$ cat src/rtl/dds_pkg.sv
package dds_pkg;

    typedef enum logic [1:0] {
        COL_R = 2'd0,
        COL_G = 2'd1,
        COL_B = 2'd2
    } colour_e;

    typedef enum logic [1:0] {
        ST_BLANK  = 2'd0,
        ST_SYNC   = 2'd1,
        ST_ACTIVE = 2'd2,
        ST_DONE   = 2'd3
    } line_state_e;

    typedef struct packed {
        colour_e s0;
        colour_e s1;
        colour_e s2;
    } order_t;

    function automatic order_t mk_order(input colour_e a, input colour_e b, input colour_e c);
        order_t o;
        o.s0 = a;
        o.s1 = b;
        o.s2 = c;
        return o;
    endfunction

endpackage

$ cat src/rtl/dds_line_ctl.sv
module dds_line_ctl
    import dds_pkg::*;
#(
    parameter int GROUP_LEN   = 7,
    parameter int DOTS_NARROW = 280,
    parameter int DOTS_WIDE   = 480
) (
    input  logic       clk,
    input  logic       rst_n,
    input  logic       hsync,
    input  logic       vsync,
    input  logic       wide_mode,
    output logic       take,
    output logic [1:0] slot,
    output logic       line_odd
);

    localparam int MAX_DOTS = (DOTS_WIDE > DOTS_NARROW) ? DOTS_WIDE : DOTS_NARROW;
    localparam int CNT_W    = $clog2(MAX_DOTS + 1);
    localparam int PH_W     = $clog2(GROUP_LEN);
    localparam logic [PH_W-1:0] PH_LAST = PH_W'(GROUP_LEN - 1);
    localparam logic [PH_W-1:0] PH_S1   = PH_W'(2);
    localparam logic [PH_W-1:0] PH_S2   = PH_W'(4);

    line_state_e       state_q, state_d;
    logic [PH_W-1:0]   phase_q;
    logic [CNT_W-1:0]  dots_q;
    logic [CNT_W-1:0]  limit;
    logic              fresh_q;
    logic              running;
    logic              dot_pos;
    logic              last_dot;
    logic              hs_entry;

    assign limit    = wide_mode ? CNT_W'(DOTS_WIDE) : CNT_W'(DOTS_NARROW);
    assign running  = (state_q == ST_SYNC) || (state_q == ST_ACTIVE);
    assign dot_pos  = (phase_q == '0) || (phase_q == PH_S1) || (phase_q == PH_S2);
    assign take     = running && !hsync && !vsync && dot_pos;
    assign last_dot = (dots_q == limit - CNT_W'(1));
    assign hs_entry = hsync && !vsync && (state_q != ST_SYNC);

    always_comb begin
        slot = 2'd0;
        if (phase_q == PH_S1) slot = 2'd1;
        if (phase_q == PH_S2) slot = 2'd2;
    end

    // next-state logic
    always_comb begin
        state_d = state_q;
        if (vsync) begin
            state_d = ST_BLANK;
        end else if (hsync) begin
            state_d = ST_SYNC;
        end else begin
            unique case (state_q)
                ST_BLANK:  state_d = ST_BLANK;
                ST_SYNC:   state_d = (take && last_dot) ? ST_DONE : ST_ACTIVE;
                ST_ACTIVE: state_d = (take && last_dot) ? ST_DONE : ST_ACTIVE;
                ST_DONE:   state_d = ST_DONE;
                default:   state_d = ST_BLANK;
            endcase
        end
    end

    // state register
    always_ff @(posedge clk) begin
        if (!rst_n) state_q <= ST_BLANK;
        else        state_q <= state_d;
    end

    // group phase and dot count
    always_ff @(posedge clk) begin
        if (!rst_n) begin
            phase_q <= '0;
            dots_q  <= '0;
        end else if (hsync || vsync) begin
            phase_q <= '0;
            dots_q  <= '0;
        end else if (running) begin
            phase_q <= (phase_q == PH_LAST) ? '0 : phase_q + PH_W'(1);
            if (take) dots_q <= dots_q + CNT_W'(1);
        end
    end

    // line parity: first line after vsync is odd
    always_ff @(posedge clk) begin
        if (!rst_n) begin
            fresh_q  <= 1'b1;
            line_odd <= 1'b1;
        end else if (vsync) begin
            fresh_q  <= 1'b1;
        end else if (hs_entry) begin
            fresh_q  <= 1'b0;
            line_odd <= fresh_q ? 1'b1 : ~line_odd;
        end
    end

    a_r2_phase_range: assert property (@(posedge clk) disable iff (!rst_n)
        phase_q <= PH_LAST);
    a_r6_count_bound: assert property (@(posedge clk) disable iff (!rst_n)
        dots_q <= CNT_W'(MAX_DOTS));
    a_r6_done_silent: assert property (@(posedge clk) disable iff (!rst_n)
        (state_q == ST_DONE) |-> !take);
    a_r8_blank_silent: assert property (@(posedge clk) disable iff (!rst_n)
        (state_q == ST_BLANK) |-> !take);
    a_r2_sync_holds_phase: assert property (@(posedge clk) disable iff (!rst_n)
        (state_q == ST_SYNC) |-> (phase_q == '0 && dots_q == '0));
    a_r7_parity_flip: assert property (@(posedge clk) disable iff (!rst_n)
        (hs_entry && !fresh_q) |=> (line_odd != $past(line_odd)));

endmodule

$ cat src/rtl/dds_order_lut.sv
module dds_order_lut
    import dds_pkg::*;
(
    input  logic       clk,
    input  logic       rst_n,
    input  logic       wide_mode,
    input  logic       scan_ud,
    input  logic       scan_lr,
    input  logic       line_odd,
    input  logic [1:0] slot,
    output colour_e    sel
);

    order_t ord;

    always_comb begin
        unique case ({wide_mode, scan_ud, scan_lr, line_odd})
            // narrow panel
            4'b0011: ord = mk_order(COL_G, COL_B, COL_R);
            4'b0010: ord = mk_order(COL_B, COL_R, COL_G);
            4'b0001: ord = mk_order(COL_G, COL_R, COL_B);
            4'b0000: ord = mk_order(COL_B, COL_G, COL_R);
            4'b0111: ord = mk_order(COL_B, COL_R, COL_G);
            4'b0110: ord = mk_order(COL_G, COL_B, COL_R);
            4'b0101: ord = mk_order(COL_B, COL_G, COL_R);
            4'b0100: ord = mk_order(COL_G, COL_R, COL_B);
            // wide panel
            4'b1011: ord = mk_order(COL_G, COL_B, COL_R);
            4'b1010: ord = mk_order(COL_R, COL_G, COL_B);
            4'b1001: ord = mk_order(COL_R, COL_B, COL_G);
            4'b1000: ord = mk_order(COL_B, COL_G, COL_R);
            4'b1111: ord = mk_order(COL_R, COL_G, COL_B);
            4'b1110: ord = mk_order(COL_G, COL_B, COL_R);
            4'b1101: ord = mk_order(COL_B, COL_G, COL_R);
            4'b1100: ord = mk_order(COL_R, COL_B, COL_G);
            default: ord = mk_order(COL_R, COL_G, COL_B);
        endcase
    end

    always_comb begin
        unique case (slot)
            2'd0:    sel = ord.s0;
            2'd1:    sel = ord.s1;
            default: sel = ord.s2;
        endcase
    end

    // every order is a permutation of the three colours
    a_r4_order_perm: assert property (@(posedge clk) disable iff (!rst_n)
        (ord.s0 != ord.s1) && (ord.s1 != ord.s2) && (ord.s0 != ord.s2));
    a_r5_code_legal: assert property (@(posedge clk) disable iff (!rst_n)
        (sel != colour_e'(2'd3)));

endmodule

$ cat src/rtl/dds_dot_out.sv
module dds_dot_out
    import dds_pkg::*;
#(
    parameter int DW = 8
) (
    input  logic          clk,
    input  logic          rst_n,
    input  logic          take,
    input  colour_e       sel,
    input  logic          hsync,
    input  logic [DW-1:0] pix_r,
    input  logic [DW-1:0] pix_g,
    input  logic [DW-1:0] pix_b,
    output logic [DW-1:0] dot_data,
    output logic          dot_ce,
    output logic          line_sync
);

    logic [DW-1:0] chosen;

    always_comb begin
        unique case (sel)
            COL_R:   chosen = pix_r;
            COL_G:   chosen = pix_g;
            COL_B:   chosen = pix_b;
            default: chosen = '0;
        endcase
    end

    always_ff @(posedge clk) begin
        if (!rst_n) begin
            dot_data  <= '0;
            dot_ce    <= 1'b0;
            line_sync <= 1'b0;
        end else begin
            dot_ce    <= take;
            line_sync <= hsync;
            if (take) dot_data <= chosen;
        end
    end

    a_r3_data_hold: assert property (@(posedge clk) disable iff (!rst_n)
        !dot_ce |-> $stable(dot_data));
    a_r2_ce_gap: assert property (@(posedge clk) disable iff (!rst_n)
        dot_ce |=> !dot_ce);
    a_r8_quiet_in_sync: assert property (@(posedge clk) disable iff (!rst_n)
        line_sync |-> !dot_ce);

endmodule

$ cat src/rtl/delta_dot_serializer.sv
module delta_dot_serializer
    import dds_pkg::*;
#(
    parameter int DW          = 8,
    parameter int GROUP_LEN   = 7,
    parameter int DOTS_NARROW = 280,
    parameter int DOTS_WIDE   = 480
) (
    input  logic          clk,
    input  logic          rst_n,
    input  logic          hsync,
    input  logic          vsync,
    input  logic [DW-1:0] pix_r,
    input  logic [DW-1:0] pix_g,
    input  logic [DW-1:0] pix_b,
    input  logic          wide_mode,
    input  logic          scan_ud,
    input  logic          scan_lr,
    output logic [DW-1:0] dot_data,
    output logic          dot_ce,
    output logic          line_sync
);

    logic       take;
    logic [1:0] slot;
    logic       line_odd;
    colour_e    sel;

    dds_line_ctl #(
        .GROUP_LEN   (GROUP_LEN),
        .DOTS_NARROW (DOTS_NARROW),
        .DOTS_WIDE   (DOTS_WIDE)
    ) u_ctl (
        .clk       (clk),
        .rst_n     (rst_n),
        .hsync     (hsync),
        .vsync     (vsync),
        .wide_mode (wide_mode),
        .take      (take),
        .slot      (slot),
        .line_odd  (line_odd)
    );

    dds_order_lut u_lut (
        .clk       (clk),
        .rst_n     (rst_n),
        .wide_mode (wide_mode),
        .scan_ud   (scan_ud),
        .scan_lr   (scan_lr),
        .line_odd  (line_odd),
        .slot      (slot),
        .sel       (sel)
    );

    dds_dot_out #(.DW(DW)) u_out (
        .clk       (clk),
        .rst_n     (rst_n),
        .take      (take),
        .sel       (sel),
        .hsync     (hsync),
        .pix_r     (pix_r),
        .pix_g     (pix_g),
        .pix_b     (pix_b),
        .dot_data  (dot_data),
        .dot_ce    (dot_ce),
        .line_sync (line_sync)
    );

    a_r8_no_dot_on_vsync: assert property (@(posedge clk) disable iff (!rst_n)
        vsync |=> !dot_ce);
    a_r8_no_dot_on_hsync: assert property (@(posedge clk) disable iff (!rst_n)
        hsync |=> !dot_ce);

endmodule

$ cat config.mk
export PLATFORM = sky130hd
export DESIGN_NAME = delta_dot_serializer
export DESIGN_NICKNAME = d
export VERILOG_FILES = /design/src/rtl/dds_pkg.sv /design/src/rtl/dds_line_ctl.sv /design/src/rtl/dds_order_lut.sv /design/src/rtl/dds_dot_out.sv /design/src/rtl/delta_dot_serializer.sv
export SDC_FILE = /design/constraint.sdc
export NUM_CORES = 1
export LEC_CHECK = 0
export BUFFER_PORTS_ARGS = -buffer_cell sky130_fd_sc_hd__buf_4
export CAP_MARGIN = 20
export CORE_MARGIN = 2
export CORE_UTILIZATION = 55
export DETAILED_ROUTE_END_ITERATION = 6
export MAX_ROUTING_LAYER = met4
export PLACE_DENSITY = 0.84
export RECOVER_POWER = 100
export SKIP_CTS_REPAIR_TIMING = 1
export SLEW_MARGIN = 0
export SYNTH_ARGS = -nofsm -noshare
export SYNTH_HDL_FRONTEND = slang
export SYNTH_SLANG_ARGS = --single-unit
export TNS_END_PERCENT = 30
$ cat constraint.sdc
create_clock -name clk -period 3.7 [get_ports clk]
set_input_delay 0.74 -clock clk [delete_from_list [all_inputs] [get_ports clk]]
set_output_delay 0.74 -clock clk [all_outputs]
set_load 0.05 [all_outputs]
==> results.md, run 1 <==
* Part of the power in registers at 0.509
* Worst R2R Start: u_ctl.phase_q[2]
* Cell-internal power at 0.4328 mW
* Worst EP arrival at around 1200 ps
* Hold Crit Class: reg -> reg
* Status: finished clean
* Post-synth top cells: 26 x dfxtp_1, 21 x nand2_1, 18 x o21ai_0, 15 x nor2_1, 14 x a21oi_1
* Via-to-Cell Ratio at 5.651
* Max clock buf depth at 2
* Rows at 18
* Power per cell area at roughly 330 nW/um2
* Min-delay src: u_ctl.dots_q[1]
* Final-stage net count at between 200 and 250
* Flops & latches, synth at 26
* CP top delay family: buffers and inverters
* IO Count at ~40
* Count leader, synth: dfxtp_1
* GP Congestion at 0.9059
* Routed via count at around 1300
* Worst path required time at 2960 ps
* Final setup vio count at 0
* GR Overflow Total at 0
* Post-synthesis net count at around 210
* Largest net degree at the start of global routing at 16
* Gr usage total at 0.2445
* Wirelength per Cell at 13.36 um
* Slew Limit Fails at 0
* Gate power share at 0.147
* Crit end category: primary output
* Num CTS Buffers at 3
* Critical-path top delay cell: clkbuf_1
* Max FO, Critical Path at 2
* CTS H-Tree Depth at 1
* Crit share post-route at 0.5165
* Clock power frac at 0.344
* Tmin final at around 1900 ps
* Detail Route Antenna Nets at 0
* Largest area contributor in the netlist: dfxtp_1
* Synth-to-Final Area Change at 18.87%
* CP startpoint kind: flip-flop
* First-pass GRT wire length at slightly above 5000 um
* Post-Route Skew at ~1.3 ps
* Die width at around 55 um
* Port Buf Inserts at 40
* Die Footprint at 3042 um2
* Core box area at 2477 um2
* Hold Slack at approximately 490 ps
* Setup TNS Final at 0 ps
* RSZ-0062 raised after global routing: false
* Vias in the first global route at ~1200
* DRC viols at 0
* Drt pass-1 iters at 4
* R2r worst-path depth at 5
* Sequential area share after synthesis at 0.3617
* Drt initial violations at just over 40
* Max Fclk at between 500 and 600 MHz
* Met3 wire len at 160 um
* Syn Area/Cell at 8.415 um2
* Cells after DPL at between 200 and 250
* Root Driver: clkbuf_4
* WHS Endpoint: u_ctl.dots_q[1]
* Largest stage delay, worst path at roughly 480 ps
* P_sw at ~0.13 mW
* Ys async rst share at 0
* Sw frac at 0.2328
* Maximum VDD drop at 0.2383 mV
* Num Clock Sinks at 26
* Post-Route M1 WL at 1419 um
* # diodes at 0
* Final wirelength at about 3100 um
* Max Cap Viol at 0
* Normalized max-slew margin at 0.5657
* Synth warnings at 0
* Post-Synthesis Cells at ~170
* Post-DP HPWL at 2434 um
* Worst skew pair latency at 320 ps
* Antenna violations before repair at 0
* Post-synth EDFFs at 0
* P_leak at 0.6811 nW
* Final Hold Vio Count at 0
* Synth cell types at a little over 40
* Reg-to-Reg End: u_out.dot_data[1]
* CTS tree: yes
* CP Class: reg -> out
* CP cell instances: clkbuf_1
* R2r setup slk at 1810 ps
* Synth top area share at 0.3617
* Levels on crit path at 1
* Share of cells above drive strength 1 at 0.1854
* Ys flop type: dfxtp_1
* Routed wl met2 at roughly 1500 um
* Top layer in use: met4
* Starting Density at 0.5808
* Hold Path Depth at 2
* Worst-margin pin slew at roughly 650 ps
* Clock slew at reported path FFs at roughly 140 ps
* Synth area leaders: dfxtp_1 36%, o21ai_0 6.3%, nand2_1 5.5%
* CP Buf/Inv Count at 1
* Die height at roughly 55 um
* Synth Cell Area at roughly 1400 um2
* Non-filler cells, final at between 200 and 250
[cell families (layout without fill, tap and decap cells)]
family / count (synthesis) / after routing / share of synthesized area
xor gates and xnor gates: 9 / 9 / 0.06435
muxes: 3 / 3 / 0.02435
adders and majority gates: 4 / 4 / 0.03478
AOI/OAI and AO/OA: 52 / 52 / 0.2330
DFF: 26 / 26 / 0.3617
buffers and inverters: 13 / 47 / 0.06174
and+or+nand+nor: 64 / 64 / 0.2200
[layer usage]
metal | track usage | vias to the layer above
met5 | - | -
met4 | 0.08537 | 0
met3 | 0.03763 | 4
met2 | 0.4147 | 52
met1 | 0.2947 | 593
li1 | - | 679
[cell type report]
class	count	area (um2)
Fill cell	221	767.0
Timing Repair Buffer	40	259.0
Clock inverter	1	30.03
Inverter	3	11.26
Tap cell	30	37.54
Multi-Input combinational cell	132	829.5
Clock buffer	3	22.52
Sequential cell	26	520.5
[cell usage in the layout, fill, tap and decap left out, types with 3 or more instances in the layout]
cell type  synthesis  layout
nor3_1             4       4
nor2_1            15      15
and3_1             3       3
xnor2_1            3       3
dfxtp_1           26      26
o21ai_0           18      18
xor2_1             5       5
nor2b_1            3       3
clkbuf_4           0       3
a21oi_1           14      14
nand2_1           21      21
buf_4              1      29
ha_1               4       4
a31oi_1            9       9
nand4_1            5       5
clkbuf_1           4      11
inv_1              3       3
nand2b_1           3       3
[through the flow]
stage,power [mW],setup WS [ps],area [um2],utilization
floorplan,0.3429,1799,1439,-
detailed placement,0.3792,1562,1699,0.6859
global placement,0.3765,1589,1699,0.6859
global route,0.5861,1595,1710,0.6904
CTS,0.5711,1833,1752,0.7071
finish,0.5642,1789,1710,0.6904
[sequential cells by signal, summed over array words and instances, names as in the netlist]
name and cells:
u_ctl.line_odd 1, u_ctl.dots_q 9, u_ctl.state_q 2, u_out.line_sync 1
u_out.dot_data 8, u_ctl.phase_q 3, u_out.dot_ce 1, u_ctl.fresh_q 1
[worst max path at each step]
stage | startpoint | endpoint | slack (ps)
4_1_cts | u_ctl.state_q[0] | u_ctl.dots_q[6] | 1830
6_report | u_out.dot_data[0] | dot_data[0] | 1790
5_1_grt | u_ctl.state_q[0] | u_ctl.dots_q[6] | 1590
3_3_place_gp | wide_mode | u_out.dot_data[7] | 1590
2_1_floorplan | wide_mode | u_out.dot_data[0] | 1800
3_5_place_dp | wide_mode | u_out.dot_data[0] | 1560
[power by group through the flow]
stage               registers [mW]  clock network [mW]  logic [mW]
floorplan                    0.303                   0      0.0400
global placement             0.293                   0      0.0832
detailed placement           0.294                   0      0.0856
CTS                          0.288               0.198      0.0859
global route                 0.288               0.207      0.0905
finish                       0.287               0.194      0.0828
[worst register-to-register path, delay by kind of cell (launching register included)]
kind	cells	cell delay (ps)
AOI/OAI and AO/OA	2	340
DFF	1	600
muxes	1	110
and+or+nand+nor	2	780
Note: power is estimated with default switching activity, not from simulation.
==> run 2, diff against run 1 <==
CORE_UTILIZATION = 51   (was 55)
PLACE_DENSITY = 0.79   (was 0.84)
clock period = 1.9 ns   (was 3.7 ns; I/O delays follow)
==> results.md, run 2 (synthesis results as in run 1) <==
* Status: finished clean
* Critical-path top delay cell: o32ai_4
* IO Count at 41 (unchanged)
* Gate power share at 0.151 (+0.004)
* Drt pass-1 iters at 4 (unchanged)
* Clock power frac at 0.345 (about the same)
* Tmin final at between 1500 and 2000 ps
* Synth-to-Final Area Change at 22.70%
* Final Total Pwr at 1.110 mW (+97%)
* Root Driver: clkbuf_4
* Starting Density at 0.5309 (-0.04988)
* Max Fclk at slightly above 600 MHz
* P_sw at 0.2638 mW (+100%)
* Largest net degree at the start of global routing at 16 (unchanged)
* Final setup vio count at 0 (unchanged)
* Final wirelength at 3421 um (+9.0%)
* GP Congestion at 0.9045 (-0.15%)
* Core box area at 2710 um2 (+9.4%)
* Part of the power in registers at 0.504 (-0.005)
* Via-to-Cell Ratio at 5.774 (+2.2%)
* Biggest register: u_ctl.dots_q
* CTS tree: yes
* Worst path required time at 2170 ps (-790 ps)
* Slew Limit Fails at 0 (unchanged)
* Final Hold Vio Count at 0 (unchanged)
* Num Clock Sinks at 26 (unchanged)
* # diodes at 0 (unchanged)
* Routed via count at 1403 (+5.6%)
* Top flop regs: u_ctl.dots_q x9, u_out.dot_data x8, u_ctl.phase_q x3
* Largest register FFs at 9 (unchanged)
* Crit end category: flip-flop
* Cell-internal power at 0.8465 mW (+96%)
* Port Buf Inserts at 40 (unchanged)
* Worst EP arrival at 1920 ps (+750 ps)
* Wirelength per Cell at 14.08 um (+5.4%)
* Worst skew pair latency at 330 ps (about the same)
* Setup TNS Final at 0 ps (unchanged)
* Die Footprint at 3262 um2 (+7.3%)
* CP Buf/Inv Count at 0 (-1)
* DRC viols at 0 (unchanged)
* CP cell instances: nor2b_1, o211a_1, o32ai_4, a21oi_1, a31oi_1
* Die width at 57.12 um (+3.6%)
* Power per cell area at 628.9 nW/um2 (+91%)
* Vias in the first global route at 1374 (+11%)
* CP startpoint kind: flip-flop
* Max clock buf depth at 2 (unchanged)
* Antenna violations before repair at 0 (unchanged)
* Rows at 19 (+1)
* Die height at 57.12 um (+3.6%)
* Max Cap Viol at 0 (unchanged)
* Share of cells above drive strength 1 at 0.2170 (+0.03162)
* Num CTS Buffers at 3 (unchanged)
* Sw frac at 0.2376 (+0.004705)
* RSZ-0062 raised after global routing: false
* CP Class: reg -> reg
* Post-Route Skew at 3.054 ps (+1.733 ps)
* Most frequent cells in the layout: 36 x buf_4, 25 x dfxtp_1, 21 x nand2_1
* Gr usage total at 0.2355 (-0.008973)
* Normalized max-slew margin at 0.5914 (+0.02567)
* P_leak at 0.7179 nW (+5.4%)
* Hold Crit Class: in -> reg
* CTS H-Tree Depth at 1 (unchanged)
* Detail Route Antenna Nets at 0 (unchanged)
* Max FO, Critical Path at 8 (+6)
* GR Overflow Total at 0 (unchanged)
* Commonest non-fill, non-tap cell in the layout: buf_4
* Drt initial violations at 57 (+39%)
* Maximum VDD drop at 0.4894 mV (+110%)
* Largest stage delay, worst path at 420 ps (-60 ps)
* Final-stage net count at 248 (+2.9%)
* First-pass GRT wire length at 5906 um (+14%)
* Worst-margin pin slew at 615.6 ps (-30.90 ps)
* CP top delay family: compound AO/OA/AOI/OAI gates
* Crit share post-route at 0.8718
* Clock slew at reported path FFs at 140 ps (about the same)
* Post-DP HPWL at 2633 um (+8.2%)
run 2: layout make-up:
class / count / area, um2
fill: 246 / 944.7
inverter: 3 / 11.26
clock inverter: 1 / 30.03
clock buffer: 3 / 22.52
multi-input combinational: 132 / 829.5
sequential: 26 / 521.8
tap: 31 / 38.79
timing repair buffer: 47 / 311.5
run 2: path summary, 6_finish.rpt:
kind,slack (ps),endpoint,start,cells past startpoint
max,240,u_out.dot_data[6],u_ctl.phase_q[2],5
min,270,u_out.line_sync,hsync,2
max reg2reg,240,u_out.dot_data[6],u_ctl.phase_q[2],5
min reg2reg,470,u_ctl.fresh_q,u_ctl.fresh_q,2
run 2: worst reg2reg max path, stage by stage, from the launching register on:
cell and delay, ps:
dfxtp_1 400, nor2b_1 190, o211a_1 270, o32ai_4 420, a21oi_1 140, a31oi_1 180
run 2: through the flow:
stage / setup slack [ps] / utilization / instances / hold slack [ps] / area, um2
final: 243.6 / 0.6514 / 243 / 271.5 / 1765
after global routing: 87.14 / 0.6514 / 243 / 272.1 / 1765
after CTS: 91.86 / 0.6662 / 243 / 266.9 / 1805
after detailed placement: 130.5 / 0.6468 / 239 / 456.4 / 1753
after global placement: 220.4 / 0.6468 / 239 / 432.5 / 1753
after floorplan: 292.4 / - / 171 / 422.9 / 1439
run 2: power groups by stage:
stage	Sequential, mW	Combinational, mW	Clock (mW)
after CTS	0.560	0.174	0.391
after global routing	0.561	0.183	0.407
after detailed placement	0.571	0.173	0
after global placement	0.571	0.168	0
after floorplan	0.590	0.0779	0
final	0.559	0.168	0.383
run 2: metal layers:
metal | up-vias | routed length (um) | share of wire | GRT usage
met2 | 59 | 1743 | 0.51 | 0.4056
met5 | - | 0 | 0 | -
met3 | 7 | 193 | 0.056 | 0.03401
met4 | 0 | 59 | 0.017 | 0.08970
li1 | 693 | - | - | -
met1 | 644 | 1424 | 0.42 | 0.2770
==> run 3, diff against run 2 <==
MAX_ROUTING_LAYER = unset   (was met4)
RECOVER_POWER = unset   (was 100)
REMOVE_ABC_BUFFERS = 1   (was unset)
==> results.md, run 3 (synthesis results as in run 1) <==
* Worst EP arrival at 2050 ps (+130 ps)
* Antenna violations before repair at 0 (unchanged)
* Synth-to-Final Area Change at 25.57%
* Gr usage total at 0.2222 (-0.01335)
* Max FO, Critical Path at 12 (+4)
* Largest stage delay, worst path at 580 ps (+160 ps)
* Rows at 19 (unchanged)
* Post-Route Skew at 5.560 ps (+2.506 ps)
* GR Overflow Total at 0 (unchanged)
* Top flop regs: u_ctl.dots_q x9, u_out.dot_data x8, u_ctl.phase_q x3
* Setup TNS Final at 0 ps (unchanged)
* IO Count at 41 (unchanged)
* Worst-margin pin slew at 596.1 ps (-19.46 ps)
* Die Footprint at 3262 um2 (unchanged)
* # diodes at 0 (unchanged)
* Worst skew pair latency at 340 ps (about the same)
* Biggest register: u_ctl.dots_q
* Worst path required time at 2180 ps (about the same)
* Starting Density at 0.5309 (unchanged)
* Wirelength per Cell at 13.93 um (-1.0%)
* Maximum VDD drop at 0.4065 mV (-17%)
* Largest net degree at the start of global routing at 16 (unchanged)
* Crit share post-route at 0.9301 (+0.05828)
* Num Clock Sinks at 26 (unchanged)
* Drt pass-1 iters at 4 (unchanged)
* DRC viols at 0 (unchanged)
* Post-Route M1 WL at 1390 um (-2.4%)
* Slew Limit Fails at 0 (unchanged)
* CTS tree: yes
* Routed via count at 1392 (-0.78%)
* Die height at 57.12 um (unchanged)
* Core box area at 2710 um2 (unchanged)
* Max Cap Viol at 0 (unchanged)
* Via-to-Cell Ratio at 5.800 (+0.46%)
* CP startpoint kind: flip-flop
* Vias in the first global route at 1373 (-0.073%)
* Top layer in use: met4
* Tmin final at 1767 ps (+110.7 ps)
* Post-DP HPWL at 2529 um (-4.0%)
* Clock slew at reported path FFs at 150 ps (about the same)
* CTS H-Tree Depth at 1 (unchanged)
* Max Fclk at 565.9 MHz (-6.3%)
* Detail Route Antenna Nets at 0 (unchanged)
* Final wirelength at 3344 um (-2.3%)
* Critical-path top delay cell: dfxtp_1
* CP Class: reg -> reg
* Most frequent cells in the layout: 44 x buf_4, 26 x dfxtp_1, 21 x nand2_1
* Root Driver: clkbuf_4
* Hold Path Depth at 2 (unchanged)
* Final Hold Vio Count at 0 (unchanged)
* Final-stage net count at 245 (-1.2%)
* Power per cell area at 624.1 nW/um2 (-0.76%)
* Met3 wire len at 213 um (+10%)
* Routed wl met2 at 1678 um (-3.7%)
* Share of cells above drive strength 1 at 0.2584 (+0.04139)
* RSZ-0062 raised after global routing: false
* R2r worst-path depth at 5 (unchanged)
* Final setup vio count at 0 (unchanged)
* Max clock buf depth at 2 (unchanged)
* Final Total Pwr at 1.128 mW (+1.6%)
* Port Buf Inserts at 40 (unchanged)
* Status: finished clean
* Num CTS Buffers at 3 (unchanged)
* Largest register FFs at 9 (unchanged)
* Fillers at 236 (-4.1%)
* GP Congestion at 0.8677 (-4.1%)
* CP cell instances: nor2b_1, o211a_1, o32ai_4, a21oi_1, a31oi_1
* Die width at 57.12 um (unchanged)
* First-pass GRT wire length at 5796 um (-1.9%)
* Commonest non-fill, non-tap cell in the layout: buf_4
* P_leak at 0.7507 nW (+4.6%)
* Normalized max-slew margin at 0.6012 (+0.009865)
* Drt initial violations at 40 (-30%)
* Hold Crit Class: in -> reg
* Crit end category: flip-flop
-- run 3: through the flow --
stage,hold slack (ps),cells,instance area (um2),setup slack [ps],utilization
2_1_floorplan,422.9,161,1361,313.4,-
3_3_place_gp,434.2,236,1730,112.4,0.6385
3_5_place_dp,460.5,236,1730,25.69,0.6385
4_1_cts,270.4,240,1783,-6.663,0.6579
5_1_grt,272.1,240,1807,3.682,0.6667
6_report,265.9,240,1807,132.8,0.6667
-- run 3: area by class of cell --
cell class | count | area (um2) | share of cell area
Clock buffer | 3 | 22.52 | 0.01247
Timing Repair Buffer | 44 | 330.3 | 0.1828
Inverter | 3 | 11.26 | 0.006233
Multi-Input combinational cell | 132 | 853.3 | 0.4723
Tap cell | 31 | 38.79 | 0.02147
Clock inverter | 1 | 30.03 | 0.01662
Sequential cell | 26 | 520.5 | 0.2881
-- run 3: worst max-delay path: cells and delay by family (launching register included) --
family	cells	cell delay, ps
AOI/OAI and AO/OA	4	1000
DFF	1	580
and+or+nand+nor	1	140
-- run 3: where the power goes --
part	switching [mW]	internal, mW
clock	0.177	0.214
combinational	0.0912	0.0854
sequential	0.00573	0.554
total	0.274	0.853
-- run 3: path summary, 6_finish.rpt --
check	slack, ps	startpoint	end
min	270	hsync	u_ctl.state_q[0]
max	130	u_ctl.phase_q[1]	u_out.dot_data[7]
max reg2reg	130	u_ctl.phase_q[1]	u_out.dot_data[7]
min reg2reg	470	u_ctl.fresh_q	u_ctl.fresh_q
-- run 3: layer usage --
metal  vias to the layer above  track usage
met5                         -            0
met4                         0      0.08306
met3                         7      0.03855
met2                        56       0.3924
met1                       643       0.2691
li1                        686            -
